[src/rtl/cwt_pkg.sv]
package cwt_pkg;

    typedef enum logic {
        TMR_HOLD = 1'b0,
        TMR_RUN  = 1'b1
    } tmr_state_t;

    typedef enum logic {
        CH_LEAD  = 1'b0,
        CH_TRAIL = 1'b1
    } ch_state_t;

    typedef enum logic [1:0] {
        PER_FREE = 2'd0,
        PER_CH0  = 2'd1,
        PER_REG  = 2'd2,
        PER_BOTH = 2'd3
    } per_sel_t;

    // register slots placed after the per-channel compare slots
    localparam int unsigned SLOT_PERIOD = 0;
    localparam int unsigned SLOT_MODE   = 1;
    localparam int unsigned SLOT_LEVEL  = 2;
    localparam int unsigned SLOT_INVERT = 3;
    localparam int unsigned SLOT_DISABL = 4;
    localparam int unsigned SLOT_CLEAR  = 5;
    localparam int unsigned SLOT_COUNT  = 6;

endpackage

[src/rtl/cwt_regs.sv]
module cwt_regs
    import cwt_pkg::*;
#(
    parameter int unsigned NCH = 8,
    parameter int unsigned TW  = 16,
    parameter int unsigned AW  = 4
) (
    input  logic                    clk,
    input  logic                    rst_n,
    input  logic                    wr_en,
    input  logic [AW-1:0]           wr_addr,
    input  logic [TW-1:0]           wr_data,
    input  logic                    load,
    output logic [NCH-1:0][TW-1:0]  cmp_sh,
    output logic [NCH-1:0][TW-1:0]  cmp_act,
    output logic [TW-1:0]           per_act,
    output per_sel_t                mode_act,
    output logic [NCH-1:0]          lvl,
    output logic [NCH-1:0]          inv,
    output logic [NCH-1:0]          dis,
    output logic                    clr_we,
    output logic [NCH-1:0]          clr_mask
);

    localparam logic [AW-1:0] A_PER = AW'(NCH + SLOT_PERIOD);
    localparam logic [AW-1:0] A_MOD = AW'(NCH + SLOT_MODE);
    localparam logic [AW-1:0] A_LVL = AW'(NCH + SLOT_LEVEL);
    localparam logic [AW-1:0] A_INV = AW'(NCH + SLOT_INVERT);
    localparam logic [AW-1:0] A_DIS = AW'(NCH + SLOT_DISABL);
    localparam logic [AW-1:0] A_CLR = AW'(NCH + SLOT_CLEAR);

    logic [TW-1:0] per_sh;
    per_sel_t      mode_sh;

    // compare shadow and working copies, one slot per channel
    for (genvar j = 0; j < NCH; j++) begin : g_cmp
        localparam logic [AW-1:0] A_CMP = AW'(j);

        always_ff @(posedge clk or negedge rst_n) begin
            if (!rst_n) begin
                cmp_sh[j] <= '1;
            end else if (wr_en && (wr_addr == A_CMP)) begin
                cmp_sh[j] <= wr_data;
            end
        end

        always_ff @(posedge clk or negedge rst_n) begin
            if (!rst_n) begin
                cmp_act[j] <= '1;
            end else if (load) begin
                cmp_act[j] <= cmp_sh[j];
            end
        end
    end

    always_ff @(posedge clk or negedge rst_n) begin
        if (!rst_n) begin
            per_sh  <= '1;
            mode_sh <= PER_FREE;
            lvl     <= '0;
            inv     <= '0;
            dis     <= '0;
        end else if (wr_en) begin
            if (wr_addr == A_PER) per_sh  <= wr_data;
            if (wr_addr == A_MOD) mode_sh <= per_sel_t'(wr_data[1:0]);
            if (wr_addr == A_LVL) lvl     <= wr_data[NCH-1:0];
            if (wr_addr == A_INV) inv     <= wr_data[NCH-1:0];
            if (wr_addr == A_DIS) dis     <= wr_data[NCH-1:0];
        end
    end

    always_ff @(posedge clk or negedge rst_n) begin
        if (!rst_n) begin
            per_act  <= '1;
            mode_act <= PER_FREE;
        end else if (load) begin
            per_act  <= per_sh;
            mode_act <= mode_sh;
        end
    end

    assign clr_we   = wr_en && (wr_addr == A_CLR);
    assign clr_mask = wr_data[NCH-1:0];

    AST_ACT_FROZEN: assert property (@(posedge clk) disable iff (!rst_n)
        !load |=> ($stable(cmp_act) && $stable(per_act) && $stable(mode_act)));

endmodule

[src/rtl/cwt_base_timer.sv]
module cwt_base_timer
    import cwt_pkg::*;
#(
    parameter int unsigned TW = 16
) (
    input  logic          clk,
    input  logic          rst_n,
    input  logic          cnt_en,
    input  logic          tick,
    input  logic          rst_mode,
    input  logic [TW-1:0] per_val,
    output logic [TW-1:0] cnt,
    output logic [TW-1:0] cnt_nxt,
    output logic          run,
    output logic          hold,
    output logic          step,
    output logic          restart
);

    tmr_state_t    st, st_nxt;
    logic [TW:0]   lim;
    logic          wrap;

    // state register
    always_ff @(posedge clk or negedge rst_n) begin
        if (!rst_n) st <= TMR_HOLD;
        else        st <= st_nxt;
    end

    always_comb begin
        st_nxt = st;
        unique case (st)
            TMR_HOLD: if (cnt_en)  st_nxt = TMR_RUN;
            TMR_RUN:  if (!cnt_en) st_nxt = TMR_HOLD;
            default:  st_nxt = TMR_HOLD;
        endcase
    end

    // outputs and counter datapath
    assign lim     = {1'b0, per_val} + {{TW{1'b0}}, 1'b1};
    assign wrap    = (cnt == {TW{1'b1}}) || (rst_mode && ({1'b0, cnt} == lim));
    assign hold    = !cnt_en;
    assign step    = cnt_en && tick;
    assign restart = step && wrap;
    assign run     = (st == TMR_RUN);

    always_comb begin
        if (hold)         cnt_nxt = '0;
        else if (restart) cnt_nxt = '0;
        else if (step)    cnt_nxt = cnt + {{(TW-1){1'b0}}, 1'b1};
        else              cnt_nxt = cnt;
    end

    always_ff @(posedge clk or negedge rst_n) begin
        if (!rst_n) cnt <= '0;
        else        cnt <= cnt_nxt;
    end

    AST_HOLD_CLEARS: assert property (@(posedge clk) disable iff (!rst_n)
        !cnt_en |=> (cnt == '0) && !run);
    AST_TICK_GATE: assert property (@(posedge clk) disable iff (!rst_n)
        (cnt_en && !tick) |=> $stable(cnt));
    AST_WRAP_ZERO: assert property (@(posedge clk) disable iff (!rst_n)
        (step && (cnt == {TW{1'b1}})) |=> (cnt == '0));
    AST_PERIOD_BOUND: assert property (@(posedge clk) disable iff (!rst_n)
        rst_mode |-> ({1'b0, cnt} <= lim));

endmodule

[src/rtl/cwt_channel.sv]
module cwt_channel
    import cwt_pkg::*;
#(
    parameter int unsigned TW = 16
) (
    input  logic          clk,
    input  logic          rst_n,
    input  logic          run,
    input  logic          hold,
    input  logic          step,
    input  logic          restart,
    input  logic [TW-1:0] cnt_nxt,
    input  logic [TW-1:0] m_act,
    input  logic [TW-1:0] m_sh,
    input  logic          period_owner,
    input  logic          lvl,
    input  logic          inv,
    input  logic          dis,
    input  logic          clr_we,
    input  logic          clr_bit,
    output logic          wave,
    output logic          flag
);

    ch_state_t     st, st_nxt;
    logic          at_start;
    logic [TW-1:0] tgt;
    logic          eq;
    logic          hit;
    logic          level;

    assign at_start = hold || restart;
    assign tgt      = at_start ? m_sh : m_act;
    assign eq       = (cnt_nxt == tgt);

    // state register
    always_ff @(posedge clk or negedge rst_n) begin
        if (!rst_n) st <= CH_LEAD;
        else        st <= st_nxt;
    end

    always_comb begin
        st_nxt = st;
        hit    = 1'b0;
        unique case (st)
            CH_LEAD: begin
                if (at_start) begin
                    st_nxt = eq ? CH_TRAIL : CH_LEAD;
                    hit    = restart && eq;
                end else if (step && eq) begin
                    st_nxt = CH_TRAIL;
                    hit    = 1'b1;
                end
            end
            CH_TRAIL: begin
                if (at_start) begin
                    st_nxt = eq ? CH_TRAIL : CH_LEAD;
                    hit    = restart && eq;
                end
            end
            default: st_nxt = CH_LEAD;
        endcase
    end

    always_ff @(posedge clk or negedge rst_n) begin
        if (!rst_n)                  flag <= 1'b0;
        else if (hit)                flag <= 1'b1;
        else if (clr_we && !clr_bit) flag <= 1'b0;
    end

    // output process
    always_comb begin
        level = lvl;
        if (run && !period_owner && (st == CH_TRAIL)) level = !lvl;
        wave = dis ? 1'b0 : (level ^ inv);
    end

    AST_FLAG_STICKY: assert property (@(posedge clk) disable iff (!rst_n)
        (flag && !(clr_we && !clr_bit)) |=> flag);
    AST_SET_WINS: assert property (@(posedge clk) disable iff (!rst_n)
        hit |=> flag);
    AST_TRAIL_HOLDS: assert property (@(posedge clk) disable iff (!rst_n)
        ((st == CH_TRAIL) && !at_start) |=> (st == CH_TRAIL));

endmodule

[src/rtl/cwt_timer_top.sv]
module cwt_timer_top
    import cwt_pkg::*;
#(
    parameter int unsigned NCH = 8,
    parameter int unsigned TW  = 16,
    parameter int unsigned AW  = $clog2(NCH + SLOT_COUNT)
) (
    input  logic            clk,
    input  logic            rst_n,
    input  logic            cnt_en,
    input  logic            tick,
    input  logic            wr_en,
    input  logic [AW-1:0]   wr_addr,
    input  logic [TW-1:0]   wr_data,
    output logic [NCH-1:0]  wave_o,
    output logic [NCH-1:0]  match_flag_o
);

    logic [NCH-1:0][TW-1:0] cmp_sh;
    logic [NCH-1:0][TW-1:0] cmp_act;
    logic [TW-1:0]          per_act;
    per_sel_t               mode_act;
    logic [NCH-1:0]         lvl, inv, dis, clr_mask, owner;
    logic                   clr_we;
    logic                   rst_mode;
    logic [TW-1:0]          per_val;
    logic [TW-1:0]          cnt, cnt_nxt;
    logic                   run, hold, step, restart, load;

    assign load     = hold || restart;
    assign rst_mode = (mode_act == PER_CH0) || (mode_act == PER_REG);
    assign per_val  = (mode_act == PER_CH0) ? cmp_act[0] : per_act;

    cwt_regs #(.NCH(NCH), .TW(TW), .AW(AW)) u_regs (
        .clk      (clk),
        .rst_n    (rst_n),
        .wr_en    (wr_en),
        .wr_addr  (wr_addr),
        .wr_data  (wr_data),
        .load     (load),
        .cmp_sh   (cmp_sh),
        .cmp_act  (cmp_act),
        .per_act  (per_act),
        .mode_act (mode_act),
        .lvl      (lvl),
        .inv      (inv),
        .dis      (dis),
        .clr_we   (clr_we),
        .clr_mask (clr_mask)
    );

    cwt_base_timer #(.TW(TW)) u_timer (
        .clk      (clk),
        .rst_n    (rst_n),
        .cnt_en   (cnt_en),
        .tick     (tick),
        .rst_mode (rst_mode),
        .per_val  (per_val),
        .cnt      (cnt),
        .cnt_nxt  (cnt_nxt),
        .run      (run),
        .hold     (hold),
        .step     (step),
        .restart  (restart)
    );

    for (genvar j = 0; j < NCH; j++) begin : g_ch
        if (j == 0) begin : g_owner
            assign owner[j] = (mode_act == PER_CH0);
        end else begin : g_plain
            assign owner[j] = 1'b0;
        end

        cwt_channel #(.TW(TW)) u_ch (
            .clk          (clk),
            .rst_n        (rst_n),
            .run          (run),
            .hold         (hold),
            .step         (step),
            .restart      (restart),
            .cnt_nxt      (cnt_nxt),
            .m_act        (cmp_act[j]),
            .m_sh         (cmp_sh[j]),
            .period_owner (owner[j]),
            .lvl          (lvl[j]),
            .inv          (inv[j]),
            .dis          (dis[j]),
            .clr_we       (clr_we),
            .clr_bit      (clr_mask[j]),
            .wave         (wave_o[j]),
            .flag         (match_flag_o[j])
        );
    end

    AST_OWNER_QUIET: assert property (@(posedge clk) disable iff (!rst_n)
        ((mode_act == PER_CH0) && $stable(lvl[0]) && $stable(inv[0]) && $stable(dis[0])
         && $stable(mode_act)) |-> $stable(wave_o[0]));

endmodule

[config.mk]
export PLATFORM = sky130hd
export DESIGN_NAME = cwt_timer_top
export DESIGN_NICKNAME = d
export VERILOG_FILES = /design/src/rtl/cwt_pkg.sv /design/src/rtl/cwt_regs.sv /design/src/rtl/cwt_base_timer.sv /design/src/rtl/cwt_channel.sv /design/src/rtl/cwt_timer_top.sv
export SDC_FILE = /design/constraint.sdc
export NUM_CORES = 1
export LEC_CHECK = 0
export BUFFER_PORTS_ARGS = -buffer_cell sky130_fd_sc_hd__buf_4
export CORE_ASPECT_RATIO = 1.75
export CORE_MARGIN = 1.5
export CORE_UTILIZATION = 35
export DETAILED_ROUTE_END_ITERATION = 6
export GPL_ROUTABILITY_DRIVEN = 0
export SLEW_MARGIN = 30
export SYNTH_ARGS = -nofsm -noshare
export SYNTH_HDL_FRONTEND = slang
export SYNTH_SLANG_ARGS = --single-unit
[constraint.sdc]
create_clock -name clk -period 7.9 [get_ports clk]
set_input_delay 0 -clock clk [delete_from_list [all_inputs] [get_ports clk]]
set_output_delay 0 -clock clk [all_outputs]
set_load 0.02 [all_outputs]
After elaboration in Yosys (flattened, before gate mapping) --
Index checks and enable logic that the tools add are counted.
Word-level totals: flip-flop bits (word level) 349
Operators by class: add/sub/neg operators 2, equal/unequal tests 25, mux-type cells 109, bitwise logic cells 16, reduce and logical (&&, ||, !) cells 80
Operator list (number):
- 16-bit two-way mux | 12
- 16-bit == test | 8
- 1-bit two-way mux | 81
- 1-bit logical AND | 45
- 1-bit case mux with 2 select lines | 16
- 4-bit == test (second input constant) | 6
- 1-bit logical NOT | 18
- 16-bit by 1-bit adder with 17-bit output (second input constant) | 1
- 16-bit by 17-bit == test with 1-bit output | 1
- 16-bit by 1-bit adder with 16-bit output (second input constant) | 1
- 16-bit == test (second input constant) | 1
- 4-bit by 3-bit == test with 1-bit output (second input constant) | 4
- 2-bit nonzero test | 8
- 2-bit AND reduction | 5
- 4-bit by 2-bit == test with 1-bit output (second input constant) | 2
- 1-bit inverter | 8
- 1-bit bitwise XOR | 8
- 4-bit by 1-bit == test with 1-bit output (second input constant) | 1
- 4-bit logical NOT | 1
- 1-bit logical OR | 3
- 2-bit by 1-bit == test with 1-bit output (second input constant) | 1
- 2-bit == test (second input constant) | 1

Logic depth before layout (Yosys ltp) --
word-level depth 15, gate-level depth with buffers 19, gate-level depth less buffers 14

Hierarchy --
A second synthesis with hierarchy kept.
Unflattened totals: cells, all modules 1537, area total of the unflattened synthesis 18761.7 µm²
By module, submodules not included:
- cwt_regs | instances 1, cells each 700, area each 12264.3 µm², seq. area each 8267.9 µm²
- cwt_channel | instances 8, cells each 79, area each 588.1 µm², seq. area each 50.0 µm²
- cwt_base_timer | instances 1, cells each 182, area each 1514.0 µm², seq. area each 425.4 µm²
- cwt_timer_top | instances 1, cells each 23, area each 279.0 µm², seq. area each 0.0 µm²

Worst setup path after synthesis --
Ideal clock, no wire load.
kind register to register, start reg u_regs.mode_act[0], end reg g_ch[4].u_ch.flag, arrival time 3.907 ns, data required time 7.805 ns, setup slack 3.897 ns, stages on the path, launching flop included 18, path buffers 4, cell sequence dfrtp_1 > ha_1 > buf_6 > buf_6 > buf_6 > mux2_2 > ha_1 > inv_1 > or3_1 > nor2_1 > xor2_1 > o31a_1 > or4_1 > buf_2 > and3_4 > or3_1 > a2bb2o_4 > o31ai_1
Between the ends: longest elaborated chain between the ends 15, elaborated cells on any way between the ends 22, those cells by class 1 x add/sub; 4 x eq/ne; 9 x mux; 8 x reduce/logical
Ends and longest elaborated chain:
- from (decl) | line cwt_regs.sv:17 | output per_sel_t mode_act,
- from (signal assigned) | line cwt_regs.sv:78 | mode_act <= mode_sh;
- 2-bit by 1-bit == test with 1-bit output | line cwt_timer_top.sv:31, cwt_timer_top.sv:32
- 16-bit two-way mux | line cwt_timer_top.sv:32 | assign per_val = (mode_act == PER_CH0) ? cmp_act[0] : per_act;
- 16-bit by 1-bit adder with 17-bit output | line cwt_base_timer.sv:40 | assign lim = {1'b0, per_val} + {{TW{1'b0}}, 1'b1};
- 16-bit by 17-bit == test with 1-bit output | line cwt_base_timer.sv:41 | assign wrap = (cnt == {TW{1'b1}}) || (rst_mode && ({1'b0, cnt} == lim));
- 1-bit logical AND (*) | line cwt_base_timer.sv:41
- 1-bit logical OR (*) | line cwt_base_timer.sv:41
- 1-bit logical AND (*) | line cwt_base_timer.sv:44 | assign restart = step && wrap;
- 16-bit two-way mux / 1-bit logical OR (equally long branches) | line cwt_base_timer.sv:49, cwt_channel.sv:32
- 16-bit two-way mux, on equally long branches | line cwt_base_timer.sv:48, cwt_channel.sv:33
- 16-bit == test | line cwt_channel.sv:34 | assign eq = (cnt_nxt == tgt);
- 1-bit logical AND | line cwt_channel.sv:50 | end else if (step && eq) begin
- 1-bit two-way mux | line cwt_channel.sv:50
- 1-bit two-way mux | line cwt_channel.sv:47 | if (at_start) begin
- 1-bit case mux with 2 select lines (*) | line cwt_channel.sv:45 | unique case (st)
- 1-bit two-way mux / 2-bit nonzero test (equally long branches)
- to (signal assigned) | line cwt_channel.sv:66 | if (!rst_n) flag <= 1'b0;
- to (signal assigned) | line cwt_channel.sv:67 | else if (hit) flag <= 1'b1;
- to (signal assigned) | line cwt_channel.sv:68 | else if (clr_we && !clr_bit) flag <= 1'b0;
- to (decl) | line cwt_channel.sv:22 | output logic flag
Every way passes the cells marked *; elsewhere a longest branch is shown, timed or not. A chain may end at the register's enable or synchronous reset.

Worst setup path after layout --
start reg u_regs.mode_act[1], end reg g_ch[6].u_ch.st
Between the ends: longest elaborated chain between the ends 14, elaborated cells on any way between the ends 20, those cells by class 1 x add/sub; 4 x eq/ne; 9 x mux; 6 x reduce/logical
Ends and longest elaborated chain:
- 2-bit by 1-bit == test with 1-bit output | line cwt_timer_top.sv:31, cwt_timer_top.sv:32
- 16-bit two-way mux | line cwt_timer_top.sv:32
- 16-bit by 1-bit adder with 17-bit output | line cwt_base_timer.sv:40
- 16-bit by 17-bit == test with 1-bit output | line cwt_base_timer.sv:41
- 1-bit logical AND (*) | line cwt_base_timer.sv:41
- 1-bit logical OR (*) | line cwt_base_timer.sv:41
- 1-bit logical AND (*) | line cwt_base_timer.sv:44
- 16-bit two-way mux / 1-bit logical OR (equally long branches) | line cwt_base_timer.sv:49, cwt_channel.sv:32
- 16-bit two-way mux, on equally long branches | line cwt_base_timer.sv:48, cwt_channel.sv:33
- 16-bit == test | line cwt_channel.sv:34
- 1-bit logical AND | line cwt_channel.sv:50
- 1-bit two-way mux | line cwt_channel.sv:50
- 1-bit two-way mux | line cwt_channel.sv:47
- 1-bit case mux with 2 select lines (*) | line cwt_channel.sv:45
- net g_ch[6].u_ch.st_nxt | line cwt_channel.sv:25 | ch_state_t st, st_nxt;
- to (signal assigned) | line cwt_channel.sv:39 | else st <= st_nxt;
- to (decl) | line cwt_channel.sv:25
The timed path passes the listed nets; every way through them passes the cells marked *.

==> results_dict.tcl <==
set metrics [dict create \
    fin_skew_ns 0.02690 \
    synth_top_family_by_area "simple AND/OR/NAND/NOR gates" \
    finalMaxSlewViolations 0 \
    initial_core_util_pct 35.36 \
    dieHeight_um 295.7 \
    grt_max_degree 164 \
    cts_tree "done" \
    layout_commonest_cell "nand2_1" \
    core_um2 48460 \
    cp-endpoint "g_ch[6].u_ch.st" \
    fmax_ghz 0.2126 \
    ys.flop_type "dfstp_2" \
    syn-num-nets 1653 \
    critPathCaptureType "flip-flop" \
    drtAntennaViolNets 0 \
    hold_violations 0 \
    layout.nets 1684 \
    rsz0062_at_grt "no" \
    tns_ns 0 \
    ys_ff_latch 349 \
    muxShareOfSynthArea_pct 12.43 \
    hp-class "input port to flip-flop" \
    timing.rr.start "u_regs.mode_act[1]" \
    reg2regPathDepth 15 \
    reg2reg_slack_ns 3.20 \
    post_cts_resized 0 \
    cts_hold_buf 21 \
    clock_sinks 349 \
    vias_per_cell 5.257 \
    hpwl_mm 35.21 \
    avgSynthCellArea_um2 10.55 \
    p_total_w 0.005364 \
    grt_use_total_pct 21.06 \
    worstSkewPairLatency_ns 0.59 \
    antenna_found_initial 2 \
    grt_pass1_wl_mm 77.94 \
    synth_area_leader_cell "dfstp_2" \
    fin_crit_ns 4.704 \
    areaGrowthSynthToFinish_pct 13.19 \
    synth_cells 1625 \
    drtIter0Drc 728 \
    synth_compound_area_share_pct 5.505 \
    cts_buffers 31 \
    yosys_warnings 0 \
    clk_root_buffer_cell "clkbuf_16" \
    htreeDepth 1 \
    yosysUniqueCellTypes 73 \
    firstDrtPassIters 4 \
    wl_per_cell_um 22.25 \
    wirelength_mm 52.01 \
    tightest_slew_ns 0.9938 \
    critical_path_class "flip-flop to flip-flop" \
    synth-edff-count 0 \
    clock_path_buffers 3 \
    vias 12290 \
    syn-cell-area_um2 17140 \
    synth_top_area_share_pct 44.16 \
    die_w_um 170.3 \
    path_clk_slew_ns 0.07 \
    status "finished, final reports clean" \
    startpoint "u_regs.mode_act[1]" \
    mostFrequentLayoutCells "nand2_1 (460), dfstp_2 (288), mux2_2 (173), xnor2_1 (108), nor2_1 (64)" \
    p_per_area_nw_per_um2 276.6 \
    p_leak_nw 7.879 \
    ys_top_cells_by_area "dfstp_2 (44%), mux2_2 (11%), nand2_1 (10%)" \
    crit_fanout 85 \
    reg2reg_to "g_ch[6].u_ch.st" \
    fp-row-count 107 \
    dieArea_um2 50350 \
    critical_path_arrival_ns 5.13 \
    postCtsSetupBuffers 0 \
    grt-ovfl-total 0 \
    cp.required_ns 8.33 \
    post-route-period-util_pct 59.55 \
    async_flop_share_pct 100.0 \
    irDropWorstVdd_mv 0.1815 \
    route.detailed.drc 0 \
    critPathLaunchType "flip-flop" \
    ios 41 \
    setup_violations 0 \
    synth_xor_area_share_pct 8.564 \
    grt_pass1_vias 12590 \
    synthAdderAreaFrac_pct 0.2190 \
    synth-simple-area-share_pct 17.51 \
    drive_gt1_share_pct 35.40 \
    port_buffers 40 \
    timing.slew.headroom_pct 33.27 \
    yosysSeqAreaShare_pct 53.06 \
    maxCapViolations 0 \
]
## cell families (layout without fill, tap and decap cells)
kind of cell             Yosys count  after routing
AO/OA/AOI/OAI                    129            129
XOR/XNOR                         166            166
adder cells (fa/ha/maj)            3              3
buffers and inverters            100            156
flip-flops                       349            349
multiplexers                     191            191
other                              0              3
AND/OR/NAND/NOR                  687            687
## routing by layer
metal  wire length [um]  up-vias  global-route usage, %
li1                   -     5561                      -
met1              19580     6208                  23.54
met2              26550      374                  37.50
met3               1992      148                  2.082
met4               3882        0                  14.59
met5                  0        -                      0
## through the flow
| stage | hold WS (ns) | setup slack, ns | instance area (um^2) | instances | utilization [%] |
|---|---|---|---|---|---|
| floorplan | -0.2956 | 3.897 | 17140 | 1625 | - |
| global placement | 0.2083 | 3.003 | 18090 | 2255 | 37.33 |
| detailed placement | -0.03656 | 2.939 | 18140 | 2256 | 37.44 |
| CTS | 0.02547 | 2.948 | 19370 | 2335 | 39.98 |
| global route | 0.09209 | 2.777 | 19390 | 2335 | 40.01 |
| finish | 0.06789 | 3.196 | 19400 | 2338 | 40.02 |
## worst min path at each step
| stage | start | to | slack [ns] | cells after the start |
|---|---|---|---|---|
| floorplan | rst_n | g_ch[0].u_ch.flag | -0.30 | 0 |
| global placement | rst_n | u_timer.cnt[15] | 0.21 | 1 |
| detailed placement | rst_n | u_timer.cnt[6] | -0.04 | 1 |
| CTS | wr_addr[1] | u_regs.mode_sh[0] | 0.03 | 4 |
| global route | wr_addr[1] | u_regs.mode_sh[1] | 0.09 | 4 |
| finish | wr_addr[1] | u_regs.mode_sh[1] | 0.07 | 4 |
## final cells by class
cell class | instances | area [um^2]
Antenna cell | 3 | 7.507
Clock buffer | 52 | 934.6
Clock inverter | 6 | 83.83
Fill cell | 4811 | 29070
Inverter | 10 | 37.54
Multi-Input combinational cell | 1176 | 7644
Sequential cell | 349 | 9094
Tap cell | 654 | 818.3
Timing Repair Buffer | 88 | 778.2
## synth_stat cells (3+ instances only)
cell and instances:
nand2_1 461, dfstp_2 288, mux2_2 173, xnor2_1 110
nor2_1 67, clkbuf_1 62, dfrtp_1 61, xor2_1 55
nor4_1 35, nand3_1 25, o21ai_0 23, nor3_1 22
nand4_1 20, buf_4 17, mux2i_1 17, o31ai_1 15
a21oi_1 11, inv_1 10, a211oi_1 8, a31oi_1 7
nand2b_1 7, a21o_1 6, nand3b_1 6, and2_1 5
and3b_1 5, buf_1 5, o2111ai_1 5, or3_1 5
a21boi_0 4, a31o_2 4, and3_1 4, nand4b_1 4
nor2b_1 4, o21ai_1 4, o22ai_1 4, or4_1 4
a22oi_1 3, buf_2 3, buf_6 3, ha_1 3
o211a_1 3
## worst max-delay path, stage by stage, from the launching register on
cell,delay [ns]
dfrtp_1,0.36
inv_1,0.07
ha_1,0.13
buf_4,0.37
mux2_2,0.26
ha_1,0.20
inv_1,0.08
or3_1,0.42
nor2_1,0.14
xor2_1,0.10
o31a_1,0.32
or4_1,0.78
nand2_8,0.54
buf_12,0.42
o22a_1,0.24
o31ai_1,0.08
## sequential cells by signal, indices dropped and copies added (netlist names)
register and cells:
u_regs.mode_sh 2, u_regs.mode_act 2, u_regs.inv 8, u_regs.per_sh 16, u_regs.per_act 16, g_ch.u_ch.st 8, u_timer.cnt 16, u_timer.run 1
u_regs.dis 8, g_ch.u_ch.flag 8, u_regs.lvl 8, u_regs.cmp_act 128, u_regs.cmp_sh 128
## where the power goes
part	internal, W	switching [W]
clock	0.000867	0.000672
sequential	0.00241	0.000340
combinational	0.000521	0.000552
Power figures use the tool's default switching activity.
